$ cat config.mk
export PLATFORM = sky130hd
export DESIGN_NAME = mxadd_pipe
export DESIGN_NICKNAME = d
export VERILOG_FILES = /design/src/rtl/mxadd_pkg.sv /design/src/rtl/mxadd_addr.sv /design/src/rtl/mxadd_delay.sv /design/src/rtl/mxadd_store.sv /design/src/rtl/mxadd_pipe.sv
export SDC_FILE = /design/constraint.sdc
export NUM_CORES = 1
export LEC_CHECK = 0
export CAP_MARGIN = 20
export CORE_MARGIN = 5
export CORE_UTILIZATION = 25
export DETAILED_ROUTE_END_ITERATION = 7
export MAX_ROUTING_LAYER = met4
export PLACE_DENSITY = 0.45
export SLEW_MARGIN = 20
export SYNTH_ARGS = -nofsm -noshare
export SYNTH_HDL_FRONTEND = slang
export SYNTH_HIERARCHICAL = 1
export SYNTH_SLANG_ARGS = --single-unit
$ cat constraint.sdc
create_clock -name clk -period 7.2 [get_ports clk]
set_clock_uncertainty 0.15 [all_clocks]
set_input_delay 1.44 -clock clk [delete_from_list [all_inputs] [get_ports clk]]
set_output_delay 1.44 -clock clk [all_outputs]
set_load 0.005 [all_outputs]
$ cat src/rtl/mxadd_pkg.sv
package mxadd_pkg;

    // Default read-port latency in pipeline steps.
    localparam int RD_LAT_DEF = 2;

    // Flat element index: row bits sit above column bits (N is a power of two).
    function automatic logic [31:0] flat_index(input logic [31:0] row,
                                               input logic [31:0] col,
                                               input int unsigned lg);
        return (row << lg) | col;
    endfunction

endpackage

$ cat src/rtl/mxadd_addr.sv
module mxadd_addr #(
    parameter int N  = 4,
    localparam int LGN = $clog2(N),
    localparam int AW  = 2 * LGN
) (
    input  logic           clk,
    input  logic           rst_n,
    input  logic           step,
    input  logic           id_valid,
    input  logic [LGN-1:0] gid0,
    input  logic [LGN-1:0] gid1,
    output logic           s_valid,
    output logic [AW-1:0]  s_addr
);
    typedef struct packed {
        logic          v;
        logic [AW-1:0] a;
    } addr_st_t;

    addr_st_t st_d, st_q;

    always_comb begin
        st_d = st_q;
        if (step) begin
            st_d.v = id_valid;
            st_d.a = AW'(mxadd_pkg::flat_index(32'(gid1), 32'(gid0), LGN));
        end
    end

    always_ff @(posedge clk) begin
        if (!rst_n) st_q <= '0;
        else        st_q <= st_d;
    end

    assign s_valid = st_q.v;
    assign s_addr  = st_q.a;


    addr_hold_chk: assert property (@(posedge clk) disable iff (!rst_n)
        !step |=> $stable(s_valid) && $stable(s_addr));
endmodule

$ cat src/rtl/mxadd_delay.sv
module mxadd_delay #(
    parameter int AW  = 4,
    parameter int LAT = mxadd_pkg::RD_LAT_DEF
) (
    input  logic          clk,
    input  logic          rst_n,
    input  logic          step,
    input  logic          in_v,
    input  logic [AW-1:0] in_a,
    output logic          out_v,
    output logic [AW-1:0] out_a
);
    typedef struct packed {
        logic          v;
        logic [AW-1:0] a;
    } slot_t;

    slot_t line_d [LAT];
    slot_t line_q [LAT];

    always_comb begin
        for (int i = 0; i < LAT; i++) line_d[i] = line_q[i];
        if (step) begin
            line_d[0].v = in_v;
            line_d[0].a = in_a;
            for (int i = 1; i < LAT; i++) line_d[i] = line_q[i-1];
        end
    end

    generate
        for (genvar g = 0; g < LAT; g++) begin : g_slot
            always_ff @(posedge clk) begin
                if (!rst_n) line_q[g] <= '0;
                else        line_q[g] <= line_d[g];
            end
        end
    endgenerate

    assign out_v = line_q[LAT-1].v;
    assign out_a = line_q[LAT-1].a;


    delay_freeze_chk: assert property (@(posedge clk) disable iff (!rst_n)
        !step |=> $stable(out_v) && $stable(out_a));
endmodule

$ cat src/rtl/mxadd_store.sv
module mxadd_store #(
    parameter int DW    = 16,
    parameter int AW    = 4,
    parameter int TOTAL = 16,
    localparam int CW   = $clog2(TOTAL) + 1
) (
    input  logic          clk,
    input  logic          rst_n,
    input  logic          in_v,
    input  logic [AW-1:0] in_a,
    input  logic [DW-1:0] a_data,
    input  logic [DW-1:0] b_data,
    input  logic          wr_ready,
    output logic          step,
    output logic          wr_en,
    output logic [AW-1:0] wr_addr,
    output logic [DW-1:0] wr_data,
    output logic          done
);
    typedef struct packed {
        logic          v;
        logic [AW-1:0] a;
        logic [DW-1:0] d;
        logic [CW-1:0] cnt;
        logic          fin;
    } store_st_t;

    store_st_t st_d, st_q;
    logic      fire;

    assign fire = st_q.v && wr_ready;
    assign step = !st_q.v || wr_ready;

    always_comb begin
        st_d     = st_q;
        st_d.fin = 1'b0;
        if (fire) begin
            if (st_q.cnt == CW'(TOTAL - 1)) begin
                st_d.cnt = '0;
                st_d.fin = 1'b1;
            end else begin
                st_d.cnt = st_q.cnt + 1'b1;
            end
        end
        if (step) begin
            st_d.v = in_v;
            st_d.a = in_a;
            st_d.d = a_data + b_data;
        end
    end

    always_ff @(posedge clk) begin
        if (!rst_n) st_q <= '0;
        else        st_q <= st_d;
    end

    assign wr_en   = st_q.v;
    assign wr_addr = st_q.a;
    assign wr_data = st_q.d;
    assign done    = st_q.fin;


    wr_hold_chk: assert property (@(posedge clk) disable iff (!rst_n)
        wr_en && !wr_ready |=> wr_en && $stable(wr_addr) && $stable(wr_data));

    done_single_chk: assert property (@(posedge clk) disable iff (!rst_n)
        done |=> !done);

    done_after_write_chk: assert property (@(posedge clk) disable iff (!rst_n)
        $rose(done) |-> $past(wr_en && wr_ready));
endmodule

$ cat src/rtl/mxadd_pipe.sv
module mxadd_pipe #(
    parameter int N  = 4,
    parameter int DW = 16,
    localparam int LGN   = $clog2(N),
    localparam int AW    = 2 * LGN,
    localparam int TOTAL = N * N,
    localparam int RDL   = mxadd_pkg::RD_LAT_DEF
) (
    input  logic           clk,
    input  logic           rst_n,
    input  logic           id_valid,
    output logic           id_ready,
    input  logic [LGN-1:0] gid0,
    input  logic [LGN-1:0] gid1,
    output logic           rd_step,
    output logic           rda_en,
    output logic [AW-1:0]  rda_addr,
    input  logic [DW-1:0]  rda_data,
    output logic           rdb_en,
    output logic [AW-1:0]  rdb_addr,
    input  logic [DW-1:0]  rdb_data,
    output logic           wr_en,
    output logic [AW-1:0]  wr_addr,
    output logic [DW-1:0]  wr_data,
    input  logic           wr_ready,
    output logic           done
);
    logic          step;
    logic          s0_v;
    logic [AW-1:0] s0_a;
    logic          s2_v;
    logic [AW-1:0] s2_a;

    mxadd_addr #(.N(N)) u_addr (
        .clk(clk), .rst_n(rst_n), .step(step), .id_valid(id_valid),
        .gid0(gid0), .gid1(gid1), .s_valid(s0_v), .s_addr(s0_a)
    );

    mxadd_delay #(.AW(AW), .LAT(RDL)) u_delay (
        .clk(clk), .rst_n(rst_n), .step(step), .in_v(s0_v), .in_a(s0_a),
        .out_v(s2_v), .out_a(s2_a)
    );

    mxadd_store #(.DW(DW), .AW(AW), .TOTAL(TOTAL)) u_store (
        .clk(clk), .rst_n(rst_n), .in_v(s2_v), .in_a(s2_a),
        .a_data(rda_data), .b_data(rdb_data), .wr_ready(wr_ready),
        .step(step), .wr_en(wr_en), .wr_addr(wr_addr), .wr_data(wr_data),
        .done(done)
    );

    assign id_ready = step;
    assign rd_step  = step;
    assign rda_en   = s0_v;
    assign rda_addr = s0_a;
    assign rdb_en   = s0_v;
    assign rdb_addr = s0_a;


    accept_addr_chk: assert property (@(posedge clk) disable iff (!rst_n)
        id_valid && id_ready |=> rda_en && rdb_en
            && rda_addr == {$past(gid1), $past(gid0)}
            && rdb_addr == {$past(gid1), $past(gid0)});

    stall_freeze_chk: assert property (@(posedge clk) disable iff (!rst_n)
        wr_en && !wr_ready |-> !id_ready && !rd_step);
endmodule

==> results.tsv, run 1 <==
stage	metric	value	unit
clock_network	cts.sinks	42	
detailed_routing	route.detailed.drc	0	
power_and_ir_drop	swShare	26.7	%
layout	seq_area	841	sq um
detailed_routing	vias	1999	
sta	hold_viol	0	
flow_run	max_cap_viol_count	0	
synth	synth.area.mux_share	6.40	%
placed_design	dpl.cell_count	448	
detailed_routing	drtPass1Iterations	4	
clock_network	clock_path_buffers	2	
synth	seq_area_frac_synth	33.6	%
critical_path	cp.required	5.61	ns
synth	synth_simple_gate_area_share	18.5	%
floorplan	fp.dieW	110	microns
detailed_routing	ant_nets	0	
sta	period_needed	4.77	ns
sta	drv_slew	0	
clock_network	clock_latency	0.29	ns
floorplan	initial_utilization	25.6	%
synth	synthDistinctLibCells	42	
critical_path	critPathTopFamily	buffers and inverters	
synth	ys_ff_latch	42	
sta	finalSetupViolations	0	
power_and_ir_drop	ir_drop	58.4	uV
clock_network	cts.htree.levels	2	
layout	area_growth	29.1	%
global_routing	use_met3	1.98	%
floorplan	io_pins	74	
sta	rsz0062_at_grt	no	
synth	synth_edf_count	0	
clock_network	cts-hold-fix-buffers	0	
global_routing	grt_max_degree	50	
sta	tns	0	ns
critical_path	cp_num_buf_inv	4	
critical_path	crit_type	input port to output pin	
clock_network	path_clk_slew	0.07	ns
clock_network	cts_tree	yes	
synth	synth_top_family_by_area	simple AND/OR/NAND/NOR gates	
layout	layout-drive-gt1-share	5.57	%
synth	synth_ff_type	dfxtp_1	
critical_path	cp_slowest_cell	clkdlybuf4s50_1	
layout	fin_nets	379	
detailed_routing	vias_per_cell	4.38	
floorplan	rows	36	
outcome	status	completed	
critical_path	worst_path_most_repeated_cell	clkdlybuf4s50_1	
layout	fill_cells	1080	
global_routing	grt_overflow_total	0	
critical_path	crit_path_cell_trace	clkdlybuf4s50_1 -> nor2b_2 -> buf_4 -> inv_1 -> clkdlybuf4s50_1	
synth	netlist_top_cells_area	dfxtp_1 34%, ha_1 8.0%, buf_4 7.8%	
placed_design	hpwl	4330	microns
power_and_ir_drop	p_int	410	uW
synth	syn_avg_cell_area	8.96	sq um
synth	yosysTopAreaCell	dfxtp_1	
synth	synthCells	279	
layout	multi_input_area	1370	sq um
critical_path	crit_arrival	3.18	ns
detailed_routing	wl_per_cell	12.6	microns
power_and_ir_drop	power_frac_comb	26.2	%
layout	stdcell_count	456	
sta	max_freq	0.210	GHz
clock_network	cts_setup_buffers	0	
power_and_ir_drop	p_total	559	uW
clock_network	clock-root-buffer	clkbuf_8	
hold_path	holdCritPathClass	flip-flop to flip-flop	
critical_path	slowest_delay	0.60	ns
critical_path	cp-end-kind	output pin	
clock_network	cts_buffers	5	
power_and_ir_drop	p_switching	149	uW
global_routing	grt_use_met2	15.9	%
global_routing	busiest_layer	met2	
power_and_ir_drop	seq_power_share	46.1	%
sta	slew_headroom	68.3	%
synth	synth_adder_area_share	8.80	%
global_routing	grt_pass1_vias	1939	
power_and_ir_drop	powerDensity	173	nW/um^2
floorplan	die_y	110	microns
critical_path	crit_path_max_fanout	24	
floorplan	core_area	9770	sq um
detailed_routing	routed_wl	5760	microns
synth	synthesis.nets	336	
placed_design	io_buffers	73	
detailed_routing	drtIter0Drc	59	
global_routing	grt_usage	9.83	%
global_routing	antenna_found_initial	0	
critical_path	startpoint_type	input port	
synth	async_reset_ff_share	0	%
synth	synth_compound_area_share	16.4	%
global_routing	met1_usage	12.2	%
clock_network	cts_resized	0	
power_and_ir_drop	p_leak	1.33	nW
placed_design	gp_congestion	0.776	
global_routing	grt_pass1_wl	9160	microns
synth	synthXorXnorAreaFrac	4.55	%
synth	ys_warn_count	6	
sta	tightest_slew	0.470	ns
power_and_ir_drop	pwr-share-clk	27.7	%
synth	synth_top_area_share	33.6	%
floorplan	die_area	12100	sq um
sta	post-route-period-util	66.2	%
layout	antenna_cells	0	
synth	synthesis.area	2500	sq um
[stage by stage]
step / hold slack, ns / utilization (%) / setup slack [ns] / instance area [sq um]
floorplan: 0.255 / - / 3.52 / 2500
global route: 0.329 / 33.0 / 2.30 / 3230
CTS: 0.299 / 33.0 / 2.39 / 3230
global placement: 0.282 / 32.1 / 2.41 / 3140
detailed placement: 0.273 / 32.1 / 2.42 / 3140
finish: 0.301 / 33.0 / 2.43 / 3230
[worst register-to-register path: stages, from the launching register on]
cell and delay (ns):
dfxtp_1 0.32, nor2b_2 0.14, buf_4 0.21, inv_1 0.39, buf_4 0.41, nand2_1 0.20, nor4b_2 0.28, a211o_1 0.12
[Yosys cell counts (2+ instances only)]
| library cell | n |
|---|---|
| a21boi_0 | 8 |
| a21o_1 | 4 |
| a21oi_1 | 14 |
| a31oi_1 | 3 |
| and2_1 | 6 |
| and3_1 | 3 |
| buf_4 | 26 |
| buf_6 | 3 |
| clkbuf_1 | 8 |
| dfxtp_1 | 42 |
| ha_1 | 16 |
| inv_1 | 2 |
| mux2i_1 | 16 |
| nand2_1 | 34 |
| nand3_1 | 12 |
| nand4_1 | 3 |
| nand4b_1 | 4 |
| nor2_1 | 5 |
| nor2b_1 | 17 |
| o211a_1 | 2 |
| o211ai_1 | 4 |
| o21a_1 | 2 |
| o21ai_0 | 15 |
| xnor2_1 | 7 |
| xor2_1 | 6 |
[final cells by class]
class,count,share of cell area (%)
clock buffer,7,2.67
clock inverter,1,0.155
inverter,2,0.233
multi-input combinational,195,42.4
sequential,42,26.0
tap,133,5.16
timing repair buffer,76,23.3
[state kept, by name, indices dropped and copies added, names as in the netlist]
name	count
u_store/wr_data	16
u_store/done	1
u_addr/s_valid	1
u_store/wr_en	1
u_delay/line_q	10
u_store/wr_addr	4
u_store/st_q	5
u_addr/s_addr	4
[power groups by stage]
stage | logic [mW] | clock network [mW] | registers [mW]
after floorplan | 0.0962 | 0 | 0.261
after global placement | 0.148 | 0 | 0.264
after detailed placement | 0.148 | 0 | 0.264
after CTS | 0.149 | 0.164 | 0.258
after global routing | 0.164 | 0.170 | 0.261
final | 0.147 | 0.155 | 0.258
[metal layers]
| metal | vias up | wire length [microns] |
|---|---|---|
| li1 | 1034 | - |
| met1 | 912 | 2570 |
| met3 | 9 | 285 |
| met4 | 0 | 99 |
| met2 | 44 | 2810 |
| met5 | - | 0 |
[worst paths after layout]
check                       start                  end  slack, ns  cells past startpoint
setup / recovery         wr_ready              rd_step       2.43                      5
hold / removal    u_store/st_q[5]         u_store/done       0.30                      1
setup reg to reg    u_store/wr_en  u_store/wr_data[12]       4.92                      7
hold reg to reg   u_store/st_q[5]         u_store/done       0.30                      1
[placed cells by master (no fill, tap or decap), drive strengths merged, types with 5 or more instances in the layout]
cell,count
o21ai,15
nor2b,17
xnor2,7
a21oi,14
and2,6
nor2,5
a21boi,8
nand2,34
ha,16
dfxtp,42
clkbuf,7
xor2,6
nand3,13
o211ai,5
clkdlybuf4s50,73
mux2i,16
[cells by family (layout without fill, tap and decap cells)]
| family | count (synthesis) | after routing |
|---|---|---|
| and+or+nand+nor | 88 | 88 |
| AOI/OAI and AO/OA | 61 | 61 |
| DFF | 42 | 42 |
| buffers and inverters | 42 | 86 |
| adders and majority gates | 17 | 17 |
| muxes | 16 | 16 |
| xor gates and xnor gates | 13 | 13 |
Power figures use the tool's default switching activity.
==> run 2, diff against run 1 <==
--- a/config.mk
+++ b/config.mk
@@ -10,7 +10,7 @@
 export CORE_UTILIZATION = 25
 export DETAILED_ROUTE_END_ITERATION = 7
 export MAX_ROUTING_LAYER = met4
-export PLACE_DENSITY = 0.45
+export PLACE_DENSITY = 0.46
 export SLEW_MARGIN = 20
 export SYNTH_ARGS = -nofsm -noshare
 export SYNTH_HDL_FRONTEND = slang
==> constraint.sdc (replaced) <==
create_clock -name clk -period 3.8 [get_ports clk]
set_clock_uncertainty 0.15 [all_clocks]
set_input_delay 0.76 -clock clk [delete_from_list [all_inputs] [get_ports clk]]
set_output_delay 0.76 -clock clk [all_outputs]
set_load 0.005 [all_outputs]
==> run 2 against run 1 <==
Worst hold slack got worse by 0.0042 ns. Register-to-register slack got worse by 2.9 ns. First-iteration DRC count fell by 24%. Sequential power rose by 90%. Global-route usage rose by 0.25 points. Final area rose by 1.7%. Via count rose by 1.6%. Sequential share of layout area fell by 0.43 points.
==> results.tsv, run 2 (same netlist as run 1, synthesis figures left out) <==
stage	metric	value	unit
flow_run	max_cap_viol_count	0	
detailed_routing	route.detailed.drc	0	
layout	final_common_cell	clkdlybuf4s50_1	
clock_network	cts_tree	yes	
clock_network	cts.htree.levels	2	
placed_design	gp_congestion	0.783	
floorplan	io_pins	74	
detailed_routing	drtPass1Iterations	4	
critical_path	crit_arrival	2.12	ns
critical_path	cp-end-kind	output pin	
layout	antenna_cells	0	
clock_network	cts-hold-fix-buffers	0	
global_routing	antenna_found_initial	0	
layout	fin_nets	380	
sta	tightest_slew	0.780	ns
detailed_routing	drtIter0Drc	45	
layout	seq_area	841	sq um
layout	area_growth	31.2	%
detailed_routing	ant_nets	0	
layout	layout-drive-gt1-share	6.17	%
layout	largest_reg_flops	16	
global_routing	grt_pass1_wl	9410	microns
global_routing	grt_usage	10.1	%
critical_path	cp.required	2.89	ns
sta	drv_slew	0	
floorplan	die_y	110	microns
critical_path	cp_slowest_cell	clkdlybuf4s50_1	
floorplan	core_area	9770	sq um
sta	hold_viol	0	
power_and_ir_drop	p_leak	1.35	nW
detailed_routing	vias_per_cell	4.44	
placed_design	io_buffers	73	
detailed_routing	vias	2031	
global_routing	grt_max_degree	28	
critical_path	crit_type	input port to output pin	
outcome	status	completed	
global_routing	grt_overflow_total	0	
sta	tns	0	ns
sta	max_freq	0.330	GHz
critical_path	r2r.worst_path.cells	6	
clock_network	cts_resized	0	
sta	slew_headroom	47.9	%
detailed_routing	wl_per_cell	12.7	microns
layout	multi_input_area	1370	sq um
critical_path	crit_path_cell_trace	clkdlybuf4s50_1 -> nor2b_2 -> inv_1 -> buf_4 -> clkdlybuf4s50_1	
clock_network	cts.sinks	42	
clock_network	clock_path_buffers	2	
sta	period_needed	3.03	ns
placed_design	hpwl	4430	microns
layout	layout_common_cells	73 x clkdlybuf4s50_1, 42 x dfxtp_1, 34 x nand2_1	
clock_network	clock_latency	0.29	ns
hold_path	min_path_cells	1	
sta	rsz0062_at_grt	no	
sta	finalSetupViolations	0	
clock_network	clock-root-buffer	clkbuf_8	
detailed_routing	routed_wl	5800	microns
critical_path	startpoint_type	input port	
floorplan	initial_utilization	25.6	%
floorplan	fp.dieW	110	microns
hold_path	holdCritPathClass	flip-flop to flip-flop	
power_and_ir_drop	ir_drop	140	uV
critical_path	worst_path_most_repeated_cell	clkdlybuf4s50_1	
global_routing	grt_pass1_vias	1988	
power_and_ir_drop	powerDensity	363	nW/um^2
critical_path	crit_path_max_fanout	9	
floorplan	rows	36	
sta	post-route-period-util	79.7	%
critical_path	slowest_delay	0.52	ns
clock_network	cts_setup_buffers	0	
layout	fill_cells	1071	
power_and_ir_drop	p_total	1.19	mW
floorplan	die_area	12100	sq um
clock_network	path_clk_slew	0.09	ns
clock_network	cts_buffers	5	
## run 2: cell types whose count changed in the layout (fill, tap and decap cells not counted)
cell and delta:
buf_4 +1, bufinv_16 +2, clkbuf_1 -1, clkbuf_8 -1, clkinv_2 -1, clkinv_4 +1
## run 2: path summary, 6_finish.rpt
kind | slack (ns) | start | to
max | 0.77 | wr_ready | id_ready
min | 0.30 | u_store/st_q[5] | u_store/done
max reg2reg | 2.03 | u_store/wr_en | u_store/wr_data[12]
min reg2reg | 0.30 | u_store/st_q[5] | u_store/done
## run 2: critical path: cells and delay by family
family,cells,cell delay [ns]
and+or+nand+nor,1,0.06
buffers and inverters,4,1.30
## run 2: where the power goes
group | internal (mW) | switching [mW]
clock network | 0.263 | 0.162
logic | 0.159 | 0.117
registers | 0.471 | 0.0184
## run 2: final cells by class
class | instances | area share [%]
inverter | 2 | 0.229
multi-input combinational | 195 | 41.7
tap | 133 | 5.07
clock inverter | 3 | 2.10
timing repair buffer | 77 | 23.2
sequential | 42 | 25.6
clock buffer | 5 | 2.10
## run 2: metal layers
metal  share of wire (%)  GRT usage [%]  wire, microns  up-vias
met5                   0              -              0        -
met4                 1.1           2.67             65        0
met3                 4.8           2.10            278        4
met2                  48           16.2           2770       40
met1                  46           12.8           2690      949
li1                    -              -              -     1038
## run 2: per-stage QoR
stage | area (sq um) | std cells | setup WS, ns | hold WS, ns | util (%)
5_1_grt | 3280 | 457 | 0.717 | 0.314 | 33.6
3_5_place_dp | 3140 | 449 | 0.515 | 0.281 | 32.2
4_1_cts | 3280 | 457 | 0.757 | 0.296 | 33.6
3_3_place_gp | 3140 | 449 | 0.532 | 0.279 | 32.2
2_1_floorplan | 2500 | 279 | 1.06 | 0.255 | -
6_report | 3280 | 457 | 0.773 | 0.297 | 33.6
==> run 3, diff against run 2 <==
==> constraint.sdc (replaced) <==
create_clock -name clk -period 2.7 [get_ports clk]
set_clock_uncertainty 0.15 [all_clocks]
set_input_delay 0.54 -clock clk [delete_from_list [all_inputs] [get_ports clk]]
set_output_delay 0.54 -clock clk [all_outputs]
set_load 0.005 [all_outputs]
==> run 3 against run 2 <==
Combinational power rose by 53%. Utilization rose by 1.1 points. Sequential share of layout area fell by 0.81 points. Non-clock buffer count rose by 15. Power rose by 36%. Register-to-register slack got worse by 1.1 ns. Wire length rose by 2.1%. Critical endpoint is now u_store/wr_data[12].
==> results.tsv, run 3 (same netlist as run 1, synthesis figures left out) <==
stage	metric	value	unit
outcome	status	completed	
critical_path	crit_arrival	2.70	ns
layout	largest_reg_flops	16	
critical_path	cp_num_buf_inv	1	
global_routing	antenna_found_initial	0	
layout	layout-drive-gt1-share	10.9	%
layout	area_growth	35.5	%
sta	finalHoldWorstSlack	0.300	ns
layout	layout_common_cells	73 x clkdlybuf4s50_1, 42 x dfxtp_1, 34 x nand2_1, 19 x buf_4	
critical_path	critPathTopFamily	compound AO/OA/AOI/OAI gates	
clock_network	cts_tree	yes	
detailed_routing	drtIter0Drc	41	
detailed_routing	drtPass1Iterations	4	
critical_path	r2r_end	u_store/wr_data[12]	
global_routing	grt_pass1_vias	2044	
hold_path	holdCritPathClass	flip-flop to flip-flop	
placed_design	io_buffers	73	
placed_design	hpwl	4640	microns
clock_network	clock_latency	0.29	ns
power_and_ir_drop	powerDensity	476	nW/um^2
detailed_routing	vias	2095	
floorplan	die_y	110	microns
layout	final_common_cell	clkdlybuf4s50_1	
layout	fill_cells	1063	
sta	slew_headroom	74.3	%
layout	fin_nets	395	
sta	finalSetupViolations	0	
clock_network	cts_setup_buffers	0	
critical_path	cp.required	2.79	ns
critical_path	reg2reg_from	u_store/wr_en	
detailed_routing	wl_per_cell	12.6	microns
floorplan	rows	36	
placed_design	gp_congestion	0.800	
floorplan	io_pins	74	
clock_network	clock-root-buffer	clkbuf_8	
critical_path	path_depth	9	
power_and_ir_drop	p_leak	1.41	nW
clock_network	cts.sinks	42	
clock_network	clock_path_buffers	2	
critical_path	crit_path_cell_trace	clkdlybuf4s50_1 -> ha_2 -> fa_2 -> a21o_1 -> a311o_2 -> nand3_2 -> o211ai_2 -> nor4b_2 -> a211o_1	
layout	antenna_cells	0	
sta	post-route-period-util	96.8	%
global_routing	grt_overflow_total	0	
clock_network	cts.htree.levels	2	
critical_path	crit_path_max_fanout	3	
sta	hold_viol	0	
flow_run	max_cap_viol_count	0	
hold_path	hold_path_end	u_store/done	
sta	max_freq	0.383	GHz
detailed_routing	vias_per_cell	4.45	
sta	period_needed	2.61	ns
hold_path	hp-start	u_store/st_q[5]	
sta	drv_slew	0	
global_routing	grt_max_degree	28	
placed_design	place_ws	-0.340	ns
hold_path	min_path_cells	1	
global_routing	grt_pass1_wl	9390	microns
critical_path	slowest_delay	0.45	ns
floorplan	fp.dieW	110	microns
floorplan	core_area	9770	sq um
sta	rsz0062_at_grt	no	
critical_path	rrSetupSlack	0.90	ns
critical_path	cp_slowest_cell	a311o_2	
sta	layout_setup_ws	0.0860	ns
sta	tightest_slew	0.380	ns
floorplan	die_area	12100	sq um
detailed_routing	ant_nets	0	
detailed_routing	routed_wl	5930	microns
critical_path	r2r.worst_path.cells	6	
power_and_ir_drop	p_total	1.61	mW
critical_path	startpoint_type	input port	
clock_network	path_clk_slew	0.08	ns
floorplan	initial_utilization	25.6	%
global_routing	grt_usage	10.1	%
critical_path	cp-end-kind	flip-flop	
power_and_ir_drop	ir_drop	201	uV
sta	tns	0	ns
critical_path	crit_type	input port to flip-flop	
clock_network	cts_buffers	5	
detailed_routing	route.detailed.drc	0	
run 3: power breakdown:
part	internal [mW]	switching, mW	total [mW]
clock network	0.296	0.207	0.503
registers	0.662	0.0256	0.688
logic	0.249	0.174	0.423
run 3: worst max path at each step:
stage / from / to
floorplan: rda_data[0] / u_store/wr_data[8]
global placement: rda_data[0] / u_store/wr_data[8]
detailed placement: rda_data[0] / u_store/wr_data[8]
CTS: rda_data[0] / u_store/wr_data[8]
global route: rda_data[0] / u_store/wr_data[8]
finish: rda_data[0] / u_store/wr_data[12]
run 3: repair_timing:
action / CTS / global route
setup endpoints to repair: 1 / 3
gates cloned: 0 / 0
hold buffers: 0 / 0
pin swaps: 2 / 2
gates resized for setup: 0 / 4
run 3: area by class of cell:
| class | count | area [sq um] | share of cell area (%) |
|---|---|---|---|
| well taps | 133 | 166 | 4.91 |
| inverters | 2 | 7.51 | 0.221 |
| repair buffers | 92 | 873 | 25.8 |
| flip-flops and latches | 42 | 841 | 24.8 |
| multi-input cells | 195 | 1390 | 41.0 |
| clock inverters | 1 | 30.0 | 0.886 |
| clock buffers | 6 | 82.6 | 2.44 |
run 3: worst reg2reg max path, stage by stage, from the launching register on:
cell and delay, ns:
dfxtp_1 0.33, nor2b_2 0.16, inv_1 0.16, buf_4 0.35
nand2_1 0.20, nor4b_2 0.29, a211o_1 0.12
run 3: stage by stage:
stage               utilization (%)  instance area (sq um)  std cells
floorplan                         -                   2500        279
global placement               33.3                   3260        464
detailed placement             33.3                   3260        464
CTS                            34.5                   3370        471
global route                   34.7                   3390        471
finish                         34.7                   3390        471
run 3: metal layers:
layer	up-vias	share of wire (%)	track usage [%]
met4	0	1.6	3.47
met3	6	4.6	2.15
li1	1068	-	-
met1	979	46	12.4
met5	-	0	-
met2	42	48	16.5
